## config.mk

```make
export PLATFORM = sky130hd
export DESIGN_NAME = adc_scan_sequencer
export DESIGN_NICKNAME = d
export VERILOG_FILES = /design/src/rtl/adc_scan_sequencer.sv
export SDC_FILE = /design/constraint.sdc
export NUM_CORES = 1
export LEC_CHECK = 0
export BUFFER_PORTS_ARGS = -buffer_cell sky130_fd_sc_hd__buf_2
export CAP_MARGIN = 30
export CORE_ASPECT_RATIO = 1.25
export CORE_MARGIN = 4
export CORE_UTILIZATION = 45
export DETAILED_ROUTE_END_ITERATION = 7
export SLEW_MARGIN = 20
export SYNTH_ARGS = -nofsm -noshare
export SYNTH_HDL_FRONTEND = slang
export SYNTH_SLANG_ARGS = --single-unit
```

## constraint.sdc

```tcl
create_clock -name clk -period 2.62 [get_ports clk]
set_input_delay 0.524 -clock clk [delete_from_list [all_inputs] [get_ports clk]]
set_output_delay 0.524 -clock clk [all_outputs]
set_load 0.005 [all_outputs]
```

## src/rtl/adc_scan_sequencer.sv

```systemverilog
module adc_scan_sequencer #(
  parameter int NUM_RANKS = 16,
  parameter int CH_W      = 5,
  parameter int DISC_MAX  = 8,
  parameter int AW        = $clog2(NUM_RANKS + 4)
) (
  input  logic            clk,
  input  logic            rst_n,
  input  logic            adc_en,
  input  logic            cfg_we,
  input  logic [AW-1:0]   cfg_addr,
  input  logic [7:0]      cfg_wdata,
  input  logic            sw_start,
  input  logic            ext_trig,
  input  logic            conv_done,
  output logic            conv_start,
  output logic [CH_W-1:0] conv_ch,
  output logic            eoc,
  output logic            eos,
  output logic            busy,
  output logic            cfg_err
);
  localparam int IW = $clog2(NUM_RANKS);
  localparam int DW = $clog2(DISC_MAX);
  localparam logic [AW-1:0] A_LEN  = AW'(NUM_RANKS);
  localparam logic [AW-1:0] A_MODE = AW'(NUM_RANKS + 1);
  localparam logic [AW-1:0] A_TRIG = AW'(NUM_RANKS + 2);
  localparam logic [AW-1:0] A_EDGE = AW'(NUM_RANKS + 3);

  typedef enum logic [1:0] {S_IDLE, S_REQ, S_WAIT} st_t;

  st_t             state;
  logic [CH_W-1:0] rank_ch [NUM_RANKS];
  logic [IW-1:0]   last_idx, idx;
  logic [DW-1:0]   disc_last, burst_cnt;
  logic            cont_md, disc_md, trig_ext, ext_q;
  logic [1:0]      edge_sel;

  wire ext_hit   = (edge_sel[0] & ext_trig & ~ext_q) | (edge_sel[1] & ~ext_trig & ext_q);
  wire start_ok  = adc_en && (state == S_IDLE) && (trig_ext ? ext_hit : sw_start);
  wire seq_last  = (idx == last_idx);
  wire burst_end = seq_last || (disc_md && burst_cnt == disc_last);
  wire cfg_ok    = cfg_we && (state == S_IDLE);
  wire mode_bad  = cfg_wdata[0] & cfg_wdata[1];

  assign busy       = (state != S_IDLE);
  assign conv_start = (state == S_REQ);
  assign conv_ch    = rank_ch[idx];

  always_ff @(posedge clk) begin
    if (!rst_n) begin
      for (int i = 0; i < NUM_RANKS; i++) rank_ch[i] <= '0;
      last_idx  <= '0;
      cont_md   <= 1'b0;
      disc_md   <= 1'b0;
      disc_last <= '0;
      trig_ext  <= 1'b0;
      edge_sel  <= 2'b01;
      cfg_err   <= 1'b0;
    end else begin
      if (cfg_we && (busy || (cfg_addr == A_MODE && mode_bad))) cfg_err <= 1'b1;
      if (cfg_ok) begin
        if (cfg_addr < AW'(NUM_RANKS)) begin
          rank_ch[cfg_addr[IW-1:0]] <= cfg_wdata[CH_W-1:0];
        end else begin
          case (cfg_addr)
            A_LEN:  last_idx <= cfg_wdata[IW-1:0];
            A_MODE: if (!mode_bad) begin
                      cont_md   <= cfg_wdata[0];
                      disc_md   <= cfg_wdata[1];
                      disc_last <= cfg_wdata[2 +: DW];
                    end
            A_TRIG: begin
                      trig_ext <= cfg_wdata[0];
                      if (cfg_wdata[0]) edge_sel <= 2'b01;
                    end
            A_EDGE: edge_sel <= cfg_wdata[1:0];
            default: ;
          endcase
        end
      end
    end
  end

  always_ff @(posedge clk) begin
    if (!rst_n) begin
      state     <= S_IDLE;
      idx       <= '0;
      burst_cnt <= '0;
      eoc       <= 1'b0;
      eos       <= 1'b0;
      ext_q     <= 1'b0;
    end else begin
      ext_q <= ext_trig;
      eoc   <= 1'b0;
      eos   <= 1'b0;
      if (!adc_en) begin
        state     <= S_IDLE;
        idx       <= '0;
        burst_cnt <= '0;
      end else begin
        case (state)
          S_IDLE: begin
            if (cfg_ok) begin
              idx       <= '0;
              burst_cnt <= '0;
            end
            if (start_ok) state <= S_REQ;
          end
          S_REQ: state <= S_WAIT;
          S_WAIT: if (conv_done) begin
            eoc       <= 1'b1;
            eos       <= seq_last;
            idx       <= seq_last ? '0 : idx + 1'b1;
            burst_cnt <= burst_end ? '0 : burst_cnt + 1'b1;
            state     <= (!burst_end || cont_md) ? S_REQ : S_IDLE;
          end
          default: state <= S_IDLE;
        endcase
      end
    end
  end

  assert_start_pulse_R11: assert property (@(posedge clk) disable iff (!rst_n)
    conv_start |=> !conv_start);
  assert_start_busy_R11: assert property (@(posedge clk) disable iff (!rst_n)
    conv_start |-> busy);
  assert_eos_with_eoc_R10: assert property (@(posedge clk) disable iff (!rst_n)
    eos |-> eoc);
  assert_eoc_after_done_R10: assert property (@(posedge clk) disable iff (!rst_n)
    $rose(eoc) |-> $past(conv_done));
  assert_lock_err_R9: assert property (@(posedge clk) disable iff (!rst_n)
    (cfg_we && busy) |=> cfg_err);
  assert_err_sticky_R9: assert property (@(posedge clk) disable iff (!rst_n)
    cfg_err |=> cfg_err);
  assert_disable_idle_R6: assert property (@(posedge clk) disable iff (!rst_n)
    !adc_en |=> !busy);
endmodule

```

==> impl_results.md, run 1 <==
* Clk_lat worst skew at roughly 0.35 ns
* Antenna-violating nets left at 0
* Area inside the core boundary at 0.0112 mm2
* Endpoint kind of the worst setup timing path: output port
* Total via count after detailed routing at between 3k and 4k
* Crit path DAT at around 2.0 ns
* Number of instances in the synthesized netlist at 398
* GPL Wtd Cong at between 0.8 and 0.9
* Syn Nets at 420
* RR Endpoint: rank_ch[9][1]
* List of most frequent post-synthesis cells: 80 x edfxtp_1, 67 x and2_1, 29 x dfxtp_1
* Setup repair after global routing missed its margin: no
* EDFF count, synth at 80
* Layout area overhead at 13.5%
* Average vias per placed instance at 5.49
* TritonCTS sink count at around 110
* I/O Buffers at 26
* Cell Area, Placed at between 0.005 and 0.006 mm2
* Measured slew at the worst slew-check pin at between 0.7 and 0.8 ns
* Total routed wirelength at ~11000 um
* Total half-perimeter wirelength after legalization and detailed placement at between 7000 and 8000 um
* Final Hold Violating Endpoints at 0
* Net count reported at finish at 458
* Leakage dissipation at between 2 and 2.5 nW
* Global-route wire length before repair at about 18000 um
* Amount of wire on met2 after detailed routing at ~6000 um
* Number of distinct library cell variants in the gate-level netlist after synthesis at 54
* Worst hold stages at 2
* Outcome: complete, no violations
* Most instantiated library cell after synthesis: edfxtp_1
* Number of DRC violations after detailed routing at 0
* Htree depth at 3
* Dominant register cell in the synthesized netlist: edfxtp_1
* Post-synthesis sequential area ratio at roughly 57%
* Met3 routed wirelength at ~380 um
* Register-to-Register Setup Slack at around 0.5 ns
* CP Data Required Time at about 2.1 ns
* Met1 WL at ~4400 um
* Clock tree root driver cell: clkbuf_16
* Number of setup buffers added after CTS at 0
* TritonCTS clock tree: yes
* Layout Cell Area excl Fill at just under 0.006 mm2
* Fraction of synthesized cell area taken by the top area cell type at a little under half
* Cell area after synthesis at between 0.005 and 0.006 mm2
* Die height at approximately 130 um
* CTS buffer count at 9
* Die ar. at approximately 0.013 mm2
* Depth of the worst register-to-register path at 4
* Pre-Repair DR Iteration Count at 4
* Max Transition Viols Final at 0
* Antenna diode count at 0
* Number of max-cap violations at 0
* Fin crit period at roughly 2.5 ns
* Peak clock frequency supported by timing at 0.401 GHz
* Fraction of final layout cells with drive strength greater than 1 at 25.4%
* Hold Path Class: primary input to flop
* Worst reg2reg startpoint: state[0]
* Worst Hold Launch: ext_trig
* Total of endpoints with negative setup slack in the final report at 0
* Clock tree buffer depth at 2
* Total global routing overflow at 0
* Final cycle utilization of the critical path at 95.1%
* Io pins at 30
* Hold Crit Endpoint: ext_q
* Initial core utilization at between 40 and 50%
* Category of the worst setup path launch point: flop
* Number of antenna violations at the first check in global routing at 0
* Max_slew headroom at a little under half
* Area leader, netlist: edfxtp_1
* Maximum clock skew at final layout at 0.00677 ns
* Clock-pin slew on the worst setup and hold paths at around 0.070 ns
* Share of synthesized flip-flops with an asynchronous set or reset at 0%
* Aggregate negative setup slack at 0 ns
* Power density over cell area at between 600 and 700 mW/mm2
* Worst setup path category: flop to output port
* Num rows at 43
* Vias in the first global route at around 3.4k
* Global routing usage summed across all routing layers at 17.5%
* Yosys Warn Count at 0
* Worst Path Max Fanout at 20
* Initial DRC Count at 145
* Average size of a mapped cell at about 13 um2
* Maximum number of pins on one net before global-route repair at 33
* Uppermost routed layer: met4
* Ranking of synthesized cells by area: edfxtp_1 46%, dfxtp_1 11%, mux4_2 8.7%, and2_1 8.1%, nor2b_1 1.8%
* VDD IR max at between 300 and 400 uV
* Number of flip-flops and latches in the synthesized netlist at between 100 and 150
* Horizontal die dimension at between 100 and 150 um
* Avg WL per Cell at 19.1 um
## per-stage QoR
stage / total power, mW / hold WS [ns] / setup slack [ns] / instances / util (%)
after detailed placement: 2.16 / 0.454 / 0.299 / 560 / 49.8
after CTS: 3.60 / 0.403 / 0.0391 / 576 / 52.6
after global placement: 2.16 / 0.446 / 0.346 / 560 / 49.8
after global routing: 3.70 / 0.420 / 0.00438 / 576 / 52.6
final: 3.57 / 0.408 / 0.128 / 576 / 52.6
after floorplan: 2.06 / 0.440 / 0.652 / 398 / -
## logic make-up after synthesis
group                      count (synthesis)  share of synthesized area [%]
buffers and inverters                     29                           2.72
and+or+nand+nor                          174                           21.4
AOI/OAI and AO/OA                         47                           6.24
muxes                                     28                           10.2
DFF                                      109                           57.4
xor gates and xnor gates                   9                           1.52
adders and majority gates                  2                          0.482
## sequential cells by signal, summed over array words and instances (netlist names), named ones only
register / cells
rank_ch: 80
idx: 4
last_idx: 4
burst_cnt: 3
disc_last: 3
edge_sel: 2
state: 2
cfg_err: 1
cont_md: 1
disc_md: 1
eoc: 1
eos: 1
ext_q: 1
trig_ext: 1
## how the worst max path moves through the flow
stage                           to  slack, ns         from
floorplan           rank_ch[11][0]       0.65  cfg_addr[4]
global placement        conv_ch[4]       0.35         flop
detailed placement   rank_ch[9][4]       0.30  cfg_addr[4]
CTS                     conv_ch[3]       0.04         flop
global route            conv_ch[2]      0.004         flop
finish                  conv_ch[2]       0.13         flop
## placed cells by master (no fill, tap or decap), types with 5 or more instances in the layout
cell type  count
edfxtp_1      80
and2_1        67
dfxtp_1       28
buf_2         26
buf_4         24
mux4_2        20
nor2b_1       15
nand2_1       15
nor2_1        14
o21ai_0       14
nor3_1        13
a22oi_1        9
clkbuf_16      9
nand2b_1       8
nor2_4         8
xnor2_1        8
mux2i_1        8
nand3_1        6
nand4_1        5
## power by group
part / internal, mW / switching (mW) / total, mW / leakage, nW
clock network: 0.840 / 0.608 / 1.45 / 0.157
logic: 0.0853 / 0.138 / 0.224 / 0.966
registers: 1.88 / 0.0149 / 1.90 / 1.09
total: 2.81 / 0.761 / 3.57 / 2.22
## metal layers
layer | global-route usage (%) | vias to the layer above
li1 | - | 1545
met1 | 19.6 | 1549
met2 | 33.0 | 53
met3 | 3.32 | 16
met4 | 6.49 | 0
met5 | 0 | -
## worst max-delay path, cell delays in order, from the launching register on
cell and delay [ns]:
dfxtp_1 0.36, buf_12 0.22, mux4_2 0.55, a22oi_1 0.29
nand2_1 0.08, buf_2 0.13
## timing repair
| action | in CTS | in global routing |
|---|---|---|
| resized for setup | 1 | 1 |
| hold buffers | 0 | 0 |
| endpoints found under the setup margin | 1 | 3 |
| pin swaps | 0 | 1 |
## area by class of cell
type	instances	area, um2
clock buffers	10	229
repair buffers	51	330
well taps	135	169
inverters	5	18.8
fillers	974	5300
flip-flops and latches	109	2980
clock inverters	6	87.6
multi-input cells	260	2070
No activity file was read; power rests on OpenSTA's default activity.
==> run 2: changes to the inputs <==
--- a/config.mk
+++ b/config.mk
@@ -11,6 +11,8 @@
 export CORE_MARGIN = 4
 export CORE_UTILIZATION = 45
 export DETAILED_ROUTE_END_ITERATION = 7
+export HOLD_SLACK_MARGIN = 0.05
+export PLACE_DENSITY = 0.71
 export SLEW_MARGIN = 20
 export SYNTH_ARGS = -nofsm -noshare
 export SYNTH_HDL_FRONTEND = slang
==> constraint.sdc (replaced) <==
create_clock -name clk -period 2.2 [get_ports clk]
set_input_delay 0.44 -clock clk [delete_from_list [all_inputs] [get_ports clk]]
set_output_delay 0.44 -clock clk [all_outputs]
set_load 0.005 [all_outputs]
==> run 2 against run 1 <==
Net effect:
- the flow now finishes with violations (setup timing)
- die area did not move
- sequential cell count did not move
- cell area rose by 2.8%
- sequential power rose by 19%
- routed wire length rose by 2.2%
- largest cell class unchanged
==> impl_results.md, run 2 (synthesized netlist as in run 1, its figures left out) <==
* Category of the worst setup path launch point: flop
* Total of endpoints with negative setup slack in the final report at 5 (+5)
* Htree depth at 3 (unchanged)
* Pre-Repair DR Iteration Count at 5 (+1)
* Final non-filler cell total at 587 (+1.9%)
* Area of the multi-input gates at 0.00211 mm2 (+1.9%)
* Global routing usage summed across all routing layers at 17.6% (+0.058 points)
* Part of the total power dissipated in combinational logic at 7.0% (+0.7 points)
* Setup repair after global routing missed its margin: yes
* Clock-pin slew on the worst setup and hold paths at 0.07 ns (about the same)
* Total global routing overflow at 0 (unchanged)
* Antenna-violating nets left at 0 (unchanged)
* Power dissipated by switching net loads at 0.893 mW (+17%)
* Horizontal die dimension at 104 um (unchanged)
* # placed instances at 567 (+1.3%)
* Peak clock frequency supported by timing at between 0.4 and 0.5 GHz
* Total via count after detailed routing at 3290 (+4.0%)
* Clock tree buffer depth at 2 (unchanged)
* Switching part of the total at 21.6% (+0.31 points)
* Endpoint kind of the worst setup timing path: output port
* Leakage dissipation at 2.27 nW (+2.5%)
* CP Data Required Time at 1.76 ns (-0.34 ns)
* Most used cells in the layout excluding fill and tap cells: 80 x edfxtp_1, 67 x and2_1, 30 x buf_4
* Number of DRC violations after detailed routing at 0 (unchanged)
* Measured slew at the worst slew-check pin at 0.551 ns (-0.244 ns)
* Initial core utilization at 46.4% (unchanged)
* Worst hold stages at 2 (unchanged)
* Antenna diode count at 0 (unchanged)
* VDD IR max at 400 uV (+7.1%)
* Final Hold Violating Endpoints at 0 (unchanged)
* Layout Cell Area excl Fill at 0.00606 mm2 (+2.8%)
* Cell Area, Placed at 0.00563 mm2 (+1.2%)
* TritonCTS sink count at 109 (unchanged)
* Die ar. at 0.0133 mm2 (unchanged)
* Clock tree root driver cell: clkbuf_16
* Area inside the core boundary at 0.0112 mm2 (unchanged)
* I/O Buffers at 26 (unchanged)
* Maximum clock skew at final layout at 0.00648 ns (-0.000287 ns)
* Final cycle utilization of the critical path at 106%
* GPL Wtd Cong at 0.793 (-4.6%)
* Io pins at 30 (unchanged)
* Commonest non-fill, non-tap cell in the layout: edfxtp_1
* Critical path depth at 6 (+1)
* Total half-perimeter wirelength after legalization and detailed placement at 7690 um (-3.4%)
* Number of antenna violations at the first check in global routing at 0 (unchanged)
* Number of hold buffers added after cts at 0 (unchanged)
* Vias in the first global route at 3375 (+0.72%)
* Worst-case hold slack at 0.331 ns (-0.0770 ns)
* Average vias per placed instance at 5.60 (+2.1%)
* Ordered cell list for the critical path: buf_12, buf_16, mux4_2, a22oi_2, nand2_1, buf_2
* TritonCTS clock tree: yes
* Max Transition Viols Final at 0 (unchanged)
* Power density over cell area at 681 mW/mm2 (+12%)
* Total routed wirelength at 11200 um (+2.2%)
* Largest reg by FF count: rank_ch
* Layout area overhead at 16.7%
* Worst setup path category: flop to output port
* Net count reported at finish at 469 (+2.4%)
* Crit path DAT at 1.89 ns (-0.08 ns)
* Avg WL per Cell at 19.1 um (+0.24%)
* Clk_lat worst skew at 0.35 ns (about the same)
* Max_slew headroom at 63.1% (+17 points)
* Placement-stage worst setup slack at 0.0888 ns (-0.210 ns)
* Slowest stage delay, CP at 0.50 ns (-0.05 ns)
* Pint at 3.24 mW (+15%)
* Final worst-path setup slack at -0.126 ns (-0.254 ns)
* Initial DRC Count at 226 (+56%)
* Depth of the worst register-to-register path at 5 (+1)
* Critical-path cell with the highest stage delay: mux4_2
* Sequential Area at 0.00299 mm2 (about the same)
* Maximum number of pins on one net before global-route repair at 33 (unchanged)
* Count of filler cells inserted in the layout at 954 (-2.1%)
* Dominant delay contributor by cell family on the critical path: multiplexers
* Hold Path Class: primary input to flop
* Max FFs per register at 80 (unchanged)
* Outcome: finished, violations left
* Part of the power in registers at 54.8% (+1.6 points)
* Number of max-cap violations at 0 (unchanged)
* Regs by FF count: rank_ch: 80 flops, idx: 4 flops, last_idx: 4 flops
* Fin crit period at 2.33 ns
* Crit path buf inv count at 3 (+1)
* Violations in the final reports: setup timing
* Num rows at 43 (unchanged)
* Die height at 128 um (unchanged)
* Part of the power in the clock network at 38.2% (-2.4 points)
* CTS buffer count at 9 (unchanged)
* Worst Path Max Fanout at 5 (-75%)
* Global-route wire length before repair at 18000 um (+1.0%)
* Fraction of final layout cells with drive strength greater than 1 at 28.5% (+3.1 points)
[run 2: final cells by class]
| type | instances | area share [%] |
|---|---|---|
| well taps | 135 | 2.79 |
| flip-flops and latches | 109 | 49.3 |
| clock inverters | 7 | 1.07 |
| repair buffers | 62 | 7.95 |
| inverters | 5 | 0.310 |
| clock buffers | 9 | 3.72 |
| multi-input cells | 260 | 34.9 |
[run 2: through the flow]
step	utilization (%)	setup TNS, ns	total power, mW
detailed placement	50.3	0	2.58
floorplan	-	0	2.46
global placement	50.3	0	2.57
finish	54.1	-0.572	4.13
global route	54.1	-1.03	4.26
CTS	54.4	-0.747	4.16
[run 2: metal layers]
layer  vias to the layer above  part of all wire, %  global-route usage [%]
met5                         -                    0                       0
met4                         0                  1.4                    5.87
met3                        14                  3.6                    3.53
met2                        79                   54                    32.6
met1                      1625                   41                    20.3
li1                       1572                    -                       -
[run 2: final timing paths]
| check | slack (ns) | from | to |
|---|---|---|---|
| hold / removal | 0.33 | ext_trig | ext_q |
| setup reg to reg | 0.27 | state[1] | rank_ch[2][3] |
| setup / recovery | -0.13 | flop | conv_ch[4] |
| hold reg to reg | 0.47 | cfg_err | cfg_err |
[run 2: what timing repair did]
item / in CTS / in global routing
gates cloned: 3 / 0
endpoints found under the setup margin: 5 / 5
buffers inserted: 2 / 0
resized for setup: 15 / 0
pin swaps: 8 / 4
[run 2: power by group through the flow]
| stage | registers, mW | clock network, mW | logic (mW) |
|---|---|---|---|
| 2_1_floorplan | 2.30 | 0 | 0.160 |
| 3_3_place_gp | 2.30 | 0 | 0.266 |
| 3_5_place_dp | 2.31 | 0 | 0.273 |
| 4_1_cts | 2.26 | 1.61 | 0.295 |
| 5_1_grt | 2.26 | 1.68 | 0.315 |
| 6_report | 2.26 | 1.58 | 0.289 |
==> run 3: changes to the inputs <==
--- a/config.mk
+++ b/config.mk
@@ -7,12 +7,14 @@
 export LEC_CHECK = 0
 export BUFFER_PORTS_ARGS = -buffer_cell sky130_fd_sc_hd__buf_2
 export CAP_MARGIN = 30
+export CELL_PAD_IN_SITES_DETAIL_PLACEMENT = 0
+export CELL_PAD_IN_SITES_GLOBAL_PLACEMENT = 1
 export CORE_ASPECT_RATIO = 1.25
 export CORE_MARGIN = 4
 export CORE_UTILIZATION = 45
 export DETAILED_ROUTE_END_ITERATION = 7
 export HOLD_SLACK_MARGIN = 0.05
-export PLACE_DENSITY = 0.71
+export PLACE_DENSITY = 0.82
 export SLEW_MARGIN = 20
 export SYNTH_ARGS = -nofsm -noshare
 export SYNTH_HDL_FRONTEND = slang
==> run 3 against run 2 <==
Net effect:
- the flow still finishes with violations (setup timing)
- final cell count grew 0.34%
- sequential power is essentially flat
- first-iteration DRC count shrank 17%
- routed wire length shrank 3.8%
- via count shrank 2.2%
- register-to-register slack gained 0.22 ns
- cell area grew 0.19%
- sequential cell count is the same
- worst hold slack lost 0.0044 ns
- core utilization grew 0.10 points
- critical path depth is the same
==> impl_results.md, run 3 (synthesized netlist as in run 1, its figures left out) <==
* Measured slew at the worst slew-check pin at 0.580 ns (+0.0300 ns)
* Worst hold stages at 2 (unchanged)
* Commonest non-fill, non-tap cell in the layout: edfxtp_1
* Die height at 128 um (unchanged)
* Power density over cell area at 681 mW/mm2 (about the same)
* Global routing usage summed across all routing layers at 17.2% (-0.37 points)
* Depth of the worst register-to-register path at 6 (+1)
* Placement-stage worst setup slack at 0.112 ns (+0.0235 ns)
* Switching part of the total at 21.6% (-0.030 points)
* Final worst-path setup slack at -0.110 ns (+0.0159 ns)
* TritonCTS sink count at 109 (unchanged)
* Average vias per placed instance at 5.46 (-2.6%)
* Pint at 3.24 mW (+0.15%)
* Fin crit period at 2.31 ns (-0.0159 ns)
* Outcome: finished, violations left
* CP Data Required Time at 1.76 ns (about the same)
* Antenna diode count at 0 (unchanged)
* Crit path DAT at 1.87 ns (-0.02 ns)
* Worst-case hold slack at 0.326 ns (-0.00442 ns)
* Clock-pin slew on the worst setup and hold paths at 0.07 ns (about the same)
* Io pins at 30 (unchanged)
* Horizontal die dimension at 104 um (unchanged)
* Total half-perimeter wirelength after legalization and detailed placement at 7710 um (+0.30%)
* Regs by FF count: rank_ch: 80 flops, idx: 4 flops, last_idx: 4 flops
* Worst Path Max Fanout at 7 (+2)
* Max Transition Viols Final at 0 (unchanged)
* Clock tree root driver cell: clkbuf_16
* Aggregate negative setup slack at -0.438 ns (+0.134 ns)
* Max FFs per register at 80 (unchanged)
* Share of the core filled with cells in the final layout at 54.2% (+0.10 points)
* Total global routing overflow at 0 (unchanged)
* TritonCTS clock tree: yes
* Fraction of final layout cells with drive strength greater than 1 at 28.9% (+0.31 points)
* Vias in the first global route at 3358 (-0.50%)
* Category of the worst setup path launch point: flop
* Die ar. at 0.0133 mm2 (unchanged)
* GPL Wtd Cong at 0.782 (-1.4%)
* Net count reported at finish at 471 (+0.43%)
* Number of max-cap violations at 0 (unchanged)
* Initial DRC Count at 188 (-17%)
* Largest reg by FF count: rank_ch
* Num rows at 43 (unchanged)
* Peak clock frequency supported by timing at 0.433 GHz (+0.69%)
* Violations in the final reports: setup timing
* Part of the power in the clock network at 38.3% (about the same)
* Clk_lat worst skew at 0.34 ns (about the same)
* Htree depth at 3 (unchanged)
* Initial core utilization at 46.4% (unchanged)
* Endpoint kind of the worst setup timing path: output port
* Most used cells in the layout excluding fill and tap cells: 80 x edfxtp_1, 67 x and2_1, 31 x buf_4
* Maximum clock skew at final layout at 0.00567 ns (-0.000809 ns)
* I/O Buffers at 26 (unchanged)
* CTS buffer count at 9 (unchanged)
* Worst setup path category: flop to output port
* Total power at 4.13 mW (+0.11%)
* Area inside the core boundary at 0.0112 mm2 (unchanged)
* Clock tree buffer depth at 2 (unchanged)
* Max_slew headroom at 61.2% (-1.9 points)
* Part of the total power dissipated in combinational logic at 7.0% (about the same)
* Global-route wire length before repair at 17700 um (-1.8%)
* Setup repair after global routing missed its margin: yes
* Maximum number of pins on one net before global-route repair at 33 (unchanged)
* Layout area overhead at 16.9%
* Hold Path Class: primary input to flop
* VDD IR max at 533 uV (+33%)
* Power dissipated by switching net loads at 0.893 mW (about the same)
* Avg WL per Cell at 18.3 um (-4.1%)
* Total of endpoints with negative setup slack in the final report at 5 (unchanged)
* Number of DRC violations after detailed routing at 0 (unchanged)
* Total routed wirelength at 10800 um (-3.8%)
* Number of antenna violations at the first check in global routing at 0 (unchanged)
* Pre-Repair DR Iteration Count at 4 (-1)
* Part of the power in registers at 54.7% (about the same)
* Final Hold Violating Endpoints at 0 (unchanged)
* Total via count after detailed routing at 3216 (-2.2%)
* Antenna-violating nets left at 0 (unchanged)
* Leakage dissipation at 2.29 nW (+0.83%)
* Final cycle utilization of the critical path at 105% (-0.72 points)
-- run 3: what timing repair did --
item | 4_1_cts | 5_1_grt
resized for setup | 12 | 1
pin swaps | 5 | 4
hold buffers | 0 | 0
setup endpoints to repair | 5 | 5
buffers inserted | 3 | 0
gates cloned | 1 | 0
-- run 3: layout make-up --
cell class / count / area [um2]
Fill cell: 949 / 5120
Sequential cell: 109 / 2990
Multi-Input combinational cell: 260 / 2110
Timing Repair Buffer: 64 / 498
Clock buffer: 9 / 225
Tap cell: 135 / 169
Clock inverter: 7 / 65.1
Inverter: 5 / 18.8
-- run 3: worst max-delay path, stage by stage, from the launching register on --
cell     delay [ns]
dfxtp_4        0.37
buf_12         0.15
buf_12         0.12
mux4_2         0.50
a22oi_2        0.18
nand2_1        0.07
buf_2          0.13
-- run 3: path summary, 6_finish.rpt --
| kind | from | to | slack [ns] |
|---|---|---|---|
| worst min-delay path | ext_trig | ext_q | 0.33 |
| worst max-delay path | flop | conv_ch[2] | -0.11 |
| worst min register to register | cfg_err | cfg_err | 0.48 |
| worst max register to register | state[0] | rank_ch[13][2] | 0.49 |
-- run 3: power groups by stage --
stage / Sequential, mW / Combinational (mW) / Clock (mW)
after floorplan: 2.30 / 0.160 / 0
after global placement: 2.30 / 0.271 / 0
after detailed placement: 2.31 / 0.278 / 0
after CTS: 2.26 / 0.297 / 1.62
after global routing: 2.26 / 0.316 / 1.70
final: 2.26 / 0.291 / 1.58
-- run 3: per-stage QoR --
stage	area (um2)	cells
detailed placement	5670	570
CTS	6090	590
global placement	5670	570
floorplan	5190	398
finish	6070	589
global route	6070	589
-- run 3: metal layers --
metal,vias to the layer above,global-route usage [%],share of wire (%)
met1,1577,20.0,41
met2,68,31.6,53
li1,1565,-,-
met5,-,0,0
met3,6,3.22,3.7
met4,0,6.26,1.3
